$ cat src/rtl/adler_stream_pkg.sv
package adler_stream_pkg;

  localparam logic [31:0] ADLER_MOD = 32'd65521;

  typedef enum logic [1:0] {
    ST_IDLE  = 2'd0,
    ST_RUN   = 2'd1,
    ST_FINAL = 2'd2
  } adl_state_t;

  // x * 65521 = x*65536 - x*16 + x, valid for x below 2^16
  function automatic logic [31:0] times_mod(input logic [31:0] x);
    times_mod = (x << 16) - (x << 4) + x;
  endfunction

  // quotient estimate from the upper half, then remove that many moduli
  function automatic logic [31:0] rough_fold(input logic [31:0] b);
    logic [31:0] q;
    q = {16'd0, b[31:16]};
    rough_fold = b - times_mod(q);
  endfunction

  // one conditional subtract of the modulus
  function automatic logic [31:0] trim_once(input logic [31:0] x);
    trim_once = (x >= ADLER_MOD) ? (x - ADLER_MOD) : x;
  endfunction

  // small multiply by shift-and-add, n below 256
  function automatic logic [31:0] scale_small(input logic [15:0] a,
                                              input logic [7:0]  n);
    logic [31:0] acc;
    acc = 32'd0;
    for (int k = 0; k < 8; k++) begin
      if (n[k]) acc = acc + ({16'd0, a} << k);
    end
    scale_small = acc;
  endfunction

endpackage

$ cat src/rtl/adler_burst_sums.sv
module adler_burst_sums
  import adler_stream_pkg::*;
#(
  parameter int BURST_LEN = 22,
  parameter int CNT_W     = 5
) (
  input  logic             clk,
  input  logic             rst_n,
  input  logic             take,
  input  logic             restart,
  input  logic             last,
  input  logic [7:0]       byte_in,
  output logic [15:0]      a_next,
  output logic [15:0]      b_incl,
  output logic [CNT_W-1:0] n_next,
  output logic             burst_end
);

  logic [15:0]      a16, b16;
  logic [CNT_W-1:0] cnt;
  logic [15:0]      a_cur, b_cur;
  logic [CNT_W-1:0] c_cur;
  logic [16:0]      a_wide, b_wide, i_wide;

  always_comb begin
    a_cur  = restart ? 16'd0 : a16;
    b_cur  = restart ? 16'd0 : b16;
    c_cur  = restart ? '0 : cnt;
    // high sum gathers the low sum before the byte lands in it
    b_wide = {1'b0, b_cur} + {1'b0, a_cur};
    a_wide = {1'b0, a_cur} + {9'd0, byte_in};
    i_wide = {1'b0, b_wide[15:0]} + {1'b0, a_wide[15:0]};
    a_next = a_wide[15:0];
    b_incl = i_wide[15:0];
    n_next = c_cur + CNT_W'(1);
    burst_end = take & (last | (n_next == CNT_W'(BURST_LEN)));
  end

  always_ff @(posedge clk) begin
    if (!rst_n) begin
      a16 <= 16'd0;
      b16 <= 16'd0;
      cnt <= '0;
    end else if (take) begin
      if (burst_end) begin
        a16 <= 16'd0;
        b16 <= 16'd0;
        cnt <= '0;
      end else begin
        a16 <= a_next;
        b16 <= b_wide[15:0];
        cnt <= n_next;
      end
    end
  end

  // no inner sum may carry out of 16 bits inside a burst
  assert_inner_no_wrap_R3: assert property (@(posedge clk) disable iff (!rst_n)
    take |-> (!a_wide[16] && !b_wide[16] && !i_wide[16]));

  // the stored count never reaches the burst length
  assert_burst_count_R3: assert property (@(posedge clk) disable iff (!rst_n)
    cnt < CNT_W'(BURST_LEN));

endmodule

$ cat src/rtl/adler_outer_fold.sv
module adler_outer_fold
  import adler_stream_pkg::*;
#(
  parameter int CNT_W = 5
) (
  input  logic             clk,
  input  logic             rst_n,
  input  logic             en,
  input  logic [15:0]      a_old,
  input  logic [31:0]      b_old,
  input  logic [15:0]      a_in,
  input  logic [15:0]      b_in,
  input  logic [CNT_W-1:0] n,
  output logic [15:0]      a_new,
  output logic [31:0]      b_new
);

  logic [31:0] a_sum, a_trim, b_raw;

  always_comb begin
    a_sum  = {16'd0, a_old} + {16'd0, a_in};
    a_trim = trim_once(a_sum);
    a_new  = a_trim[15:0];
    // old low sum counted once per byte of this burst
    b_raw  = b_old + scale_small(a_old, 8'(n)) + {16'd0, b_in};
    b_new  = rough_fold(b_raw);
  end

  // one subtract suffices after a fold
  assert_fold_a_range_R4: assert property (@(posedge clk) disable iff (!rst_n)
    en |-> (a_sum <= 32'd71130) && ({16'd0, a_new} < ADLER_MOD));

  // approximate fold never grows the value and keeps it small
  assert_fold_b_bound_R5: assert property (@(posedge clk) disable iff (!rst_n)
    en |-> (b_new <= b_raw) && (b_new < 32'h0002_0000));

endmodule

$ cat src/rtl/adler_stream.sv
module adler_stream
  import adler_stream_pkg::*;
#(
  parameter int BURST_LEN = 22
) (
  input  logic        clk,
  input  logic        rst_n,
  input  logic        in_valid,
  input  logic        in_start,
  input  logic        in_last,
  input  logic [7:0]  in_byte,
  output logic        out_done,
  output logic [31:0] out_sum
);

  localparam int CNT_W = $clog2(BURST_LEN + 1);

  adl_state_t       state;
  logic [15:0]      acc_a;
  logic [31:0]      acc_b;
  logic             accept, restart;
  logic             fold_evt, final_step, final_done;
  logic [15:0]      a_base;
  logic [31:0]      b_base;
  logic [15:0]      in_a, in_b, a_new;
  logic [31:0]      b_new;
  logic [CNT_W-1:0] in_n;

  always_comb begin
    accept     = in_valid && (state != ST_FINAL) &&
                 (in_start || (state == ST_RUN));
    restart    = accept && in_start;
    a_base     = restart ? 16'd1 : acc_a;
    b_base     = restart ? 32'd0 : acc_b;
    final_done = (state == ST_FINAL) && (acc_b < ADLER_MOD);
    final_step = (state == ST_FINAL) && (acc_b >= ADLER_MOD);
  end

  adler_burst_sums #(.BURST_LEN(BURST_LEN), .CNT_W(CNT_W)) u_burst (
    .clk       (clk),
    .rst_n     (rst_n),
    .take      (accept),
    .restart   (restart),
    .last      (in_last),
    .byte_in   (in_byte),
    .a_next    (in_a),
    .b_incl    (in_b),
    .n_next    (in_n),
    .burst_end (fold_evt)
  );

  adler_outer_fold #(.CNT_W(CNT_W)) u_fold (
    .clk   (clk),
    .rst_n (rst_n),
    .en    (fold_evt),
    .a_old (a_base),
    .b_old (b_base),
    .a_in  (in_a),
    .b_in  (in_b),
    .n     (in_n),
    .a_new (a_new),
    .b_new (b_new)
  );

  always_ff @(posedge clk) begin
    if (!rst_n) begin
      state    <= ST_IDLE;
      acc_a    <= 16'd1;
      acc_b    <= 32'd0;
      out_sum  <= 32'd0;
      out_done <= 1'b0;
    end else begin
      out_done <= final_done;
      if (final_done) out_sum <= {acc_b[15:0], acc_a};

      if (fold_evt) begin
        acc_a <= a_new;
        acc_b <= b_new;
      end else if (restart) begin
        acc_a <= 16'd1;
        acc_b <= 32'd0;
      end else if (final_step) begin
        acc_b <= acc_b - ADLER_MOD;
      end

      if (accept)          state <= in_last ? ST_FINAL : ST_RUN;
      else if (final_done) state <= ST_IDLE;
    end
  end

  // outer low sum always in range
  assert_outer_a_range_R4: assert property (@(posedge clk) disable iff (!rst_n)
    {16'd0, acc_a} < ADLER_MOD);

  // outer high sum stays far from its register limit
  assert_outer_b_bound_R5: assert property (@(posedge clk) disable iff (!rst_n)
    acc_b < 32'h0002_0000);

  // published halves are fully reduced
  assert_result_reduced_R2: assert property (@(posedge clk) disable iff (!rst_n)
    out_done |-> ({16'd0, out_sum[15:0]} < ADLER_MOD) &&
                 ({16'd0, out_sum[31:16]} < ADLER_MOD));

  // completion is a single-cycle strobe
  assert_done_pulse_R7: assert property (@(posedge clk) disable iff (!rst_n)
    out_done |=> !out_done);

  // result only moves together with the strobe
  assert_result_hold_R10: assert property (@(posedge clk) disable iff (!rst_n)
    !out_done |-> $stable(out_sum));

  // stray bytes while idle leave the outer sums alone
  assert_idle_ignore_R8: assert property (@(posedge clk) disable iff (!rst_n)
    (state == ST_IDLE) && in_valid && !in_start |=> $stable(acc_a) && $stable(acc_b));

endmodule

$ cat config.mk
export PLATFORM = sky130hd
export DESIGN_NAME = adler_stream
export DESIGN_NICKNAME = d
export VERILOG_FILES = /design/src/rtl/adler_stream_pkg.sv /design/src/rtl/adler_burst_sums.sv /design/src/rtl/adler_outer_fold.sv /design/src/rtl/adler_stream.sv
export SDC_FILE = /design/constraint.sdc
export NUM_CORES = 1
export LEC_CHECK = 0
export BUFFER_PORTS_ARGS = -buffer_cell sky130_fd_sc_hd__buf_2
export CAP_MARGIN = 20
export CORE_UTILIZATION = 45
export CTS_BUF_LIST = sky130_fd_sc_hd__clkbuf_4 sky130_fd_sc_hd__clkbuf_8 sky130_fd_sc_hd__clkbuf_16
export DETAILED_ROUTE_END_ITERATION = 8
export PLACE_DENSITY = 0.58
export SLEW_MARGIN = 20
export SYNTH_ARGS = -nofsm -noshare
export SYNTH_HDL_FRONTEND = slang
export SYNTH_HIERARCHICAL = 1
export SYNTH_SLANG_ARGS = --single-unit
$ cat constraint.sdc
create_clock -name clk -period 17.85 [get_ports clk]
set_input_delay 1.785 -clock clk [delete_from_list [all_inputs] [get_ports clk]]
set_output_delay 1.785 -clock clk [all_outputs]
set_load 0.01 [all_outputs]
==> impl_metrics.toml <==
[setup_path]
arrival_ps = 16650
end_kind = "flip-flop"
slowest_stage = "nand2_1"
required_ps = 18190
critPathKind = "input port to flip-flop"
crit_top_cell = "ha_1"
cp_max_fo = 21
crit_path_start_kind = "input port"
slowest_delay_ps = 530
rr_worst_depth = 63

[power]
p_total_mw = 2.26
ir_drop_uv = 88.3
p_leak_nw = 7.88
p_per_area_mw_per_mm2 = 127

[clock_tree]
insertion_delay_ps = 450
cts_setup_buffers = 0
cts_sinks = 120
cts_tree = "done"
clockBufferDepth = 2
root_buffer = "clkbuf_16"
cts_resized = 0
htree_levels = 4
hold_buffers = 0
cts.clk_slew.worst_paths_ps = 60
cts_buffers = 17

[synthesis]
synth_largest_area_cell = "dfxtp_1"
yosysWarnings = 6
ys_ff_latch = 120
synthCells = 2204
avgSynthCellArea_um2 = 7.55
synth_edf_count = 0
ys_seq_area_share_pct = 14.4
async_reset_ff_share_pct = 0
synth.cell_area_mm2 = 0.0167
synth_nets = 2431
synth_top_area_share_pct = 14.4
synth_flop_cell = "dfxtp_1"
synth_area_leaders = "dfxtp_1, ha_1, a21oi_1"
ys_types = 114

[global_route]
antenna_found_initial = 0
grtUsageMet1_pct = 37.3
grt_pass1_wl_um = 82200
grt_max_degree = 66
grt-ovfl-total = 0
gr-usage-all-layers_pct = 27.2
gr-max-usage-layer = "met2"
first_global_vias = 15300
met2_usage_pct = 43.7
gr-usage-met3_pct = 3.87

[routing]
totalWireLength_um = 51100
drt-pass1-iter-count = 5
drt_iter0_markers = 1271
drcViolationCount = 0
antenna_left = 0
wl_per_cell_um = 19.1
viasPerCell = 5.92
via_count = 15800

[finish]
final_core_util_pct = 48.6
multi_input_area_mm2 = 0.0132
final_cell_mix = "nand2_1, a21oi_1, ha_1"
fillers = 3664
final_nets = 2418
final_area_mm2 = 0.0178
mostFrequentLayoutCell = "nand2_1"
seq_area_mm2 = 0.00240
antennaDiodeCount = 0
drive_gt1_share_pct = 8.30
area_growth_pct = 6.64

[timing]
tns_ps = 0
fmax_ghz = 0.0613
rsz0062_at_grt = "no"
hold_viol = 0
tightest_slew_ps = 895
fin_crit_sh_pct = 91.3
fin_crit_ps = 16310
fin_skew_ps = 10.9
holdWs_ps = 451
setup_viol = 0
slew_headroom_pct = 39.4
slew_violations = 0

[placement]
port_buffers = 45
place_area_mm2 = 0.0172
dp_hpwl_um = 39900
gp_congestion = 0.963

[status]
status = "complete, no violations"

[die]
num_rows = 70
ios = 46
fp.dieW_um = 194
dieArea_mm2 = 0.0378
start_util_pct = 45.6
fp.dieH_um = 194
core_area_mm2 = 0.0365

[flow_run]
drv_cap = 0

[min_path]
hold_path_class = "flip-flop to flip-flop"
whs_path_depth = 2
logic make-up after synthesis:
family | count (synthesis) | synth area share, %
simple gates | 775 | 24.2
compound gates | 627 | 25.5
buf+inv | 249 | 6.17
fa+ha+maj | 217 | 17.9
xor+xnor | 183 | 9.72
flops | 120 | 14.4
mux | 33 | 2.13
critical path, delay by kind of cell:
kind | cells | cell delay (ps)
fa+ha+maj | 10 | 3360
mux | 1 | 270
buf+inv | 6 | 1140
xor+xnor | 3 | 410
compound gates | 26 | 5790
simple gates | 18 | 3840
cell usage after synthesis, drive strengths merged, types with 22 or more instances:
library cell,n
o21ai,107
a21oi,214
nand3,69
nor3,58
a31oi,22
inv,153
o211ai,29
buf,30
nor2,121
nor2b,82
o21a,27
a211oi,23
nand2b,34
and2,78
clkbuf,62
xor2,69
a21o,34
and3,28
fa,37
ha,177
xnor2,114
dfxtp,120
nand2,233
stage by stage:
step	cells	setup WS, ps
floorplan	2204	3260
global placement	2640	1770
detailed placement	2640	1370
CTS	2672	1770
global route	2672	454
finish	2672	1540
cell type report:
cell class | count | share of cell area, %
sequential | 120 | 13.5
timing repair buffer | 60 | 1.90
multi-input combinational | 1835 | 74.6
clock inverter | 13 | 0.817
tap | 468 | 3.30
inverter | 157 | 3.32
clock buffer | 19 | 2.55
metal layers:
layer | wire length, µm | share of wire [%]
met1 | 24400 | 48
met5 | 0 | 0
met3 | 2500 | 4.9
met2 | 22900 | 45
met4 | 1320 | 2.6
state kept, by name, indices dropped and copies added, names as in the netlist:
name         count
acc_a           16
acc_b           32
out_done         1
out_sum         32
state            2
u_burst/a16     16
u_burst/b16     16
u_burst/cnt      5
power by group:
group	leakage (nW)	switching [mW]	total [mW]	internal (mW)
Combinational	6.62	0.902	1.54	0.636
Sequential	0.972	0.0584	0.355	0.297
Clock	0.286	0.150	0.364	0.214
final timing paths:
path            endpoint        start  slack (ps)
max reg2reg    acc_b[30]     state[0]        2660
max            acc_b[30]     in_start        1540
min          out_sum[28]  out_sum[28]         450
min reg2reg  out_sum[28]  out_sum[28]         450
Power figures use the tool's default switching activity.
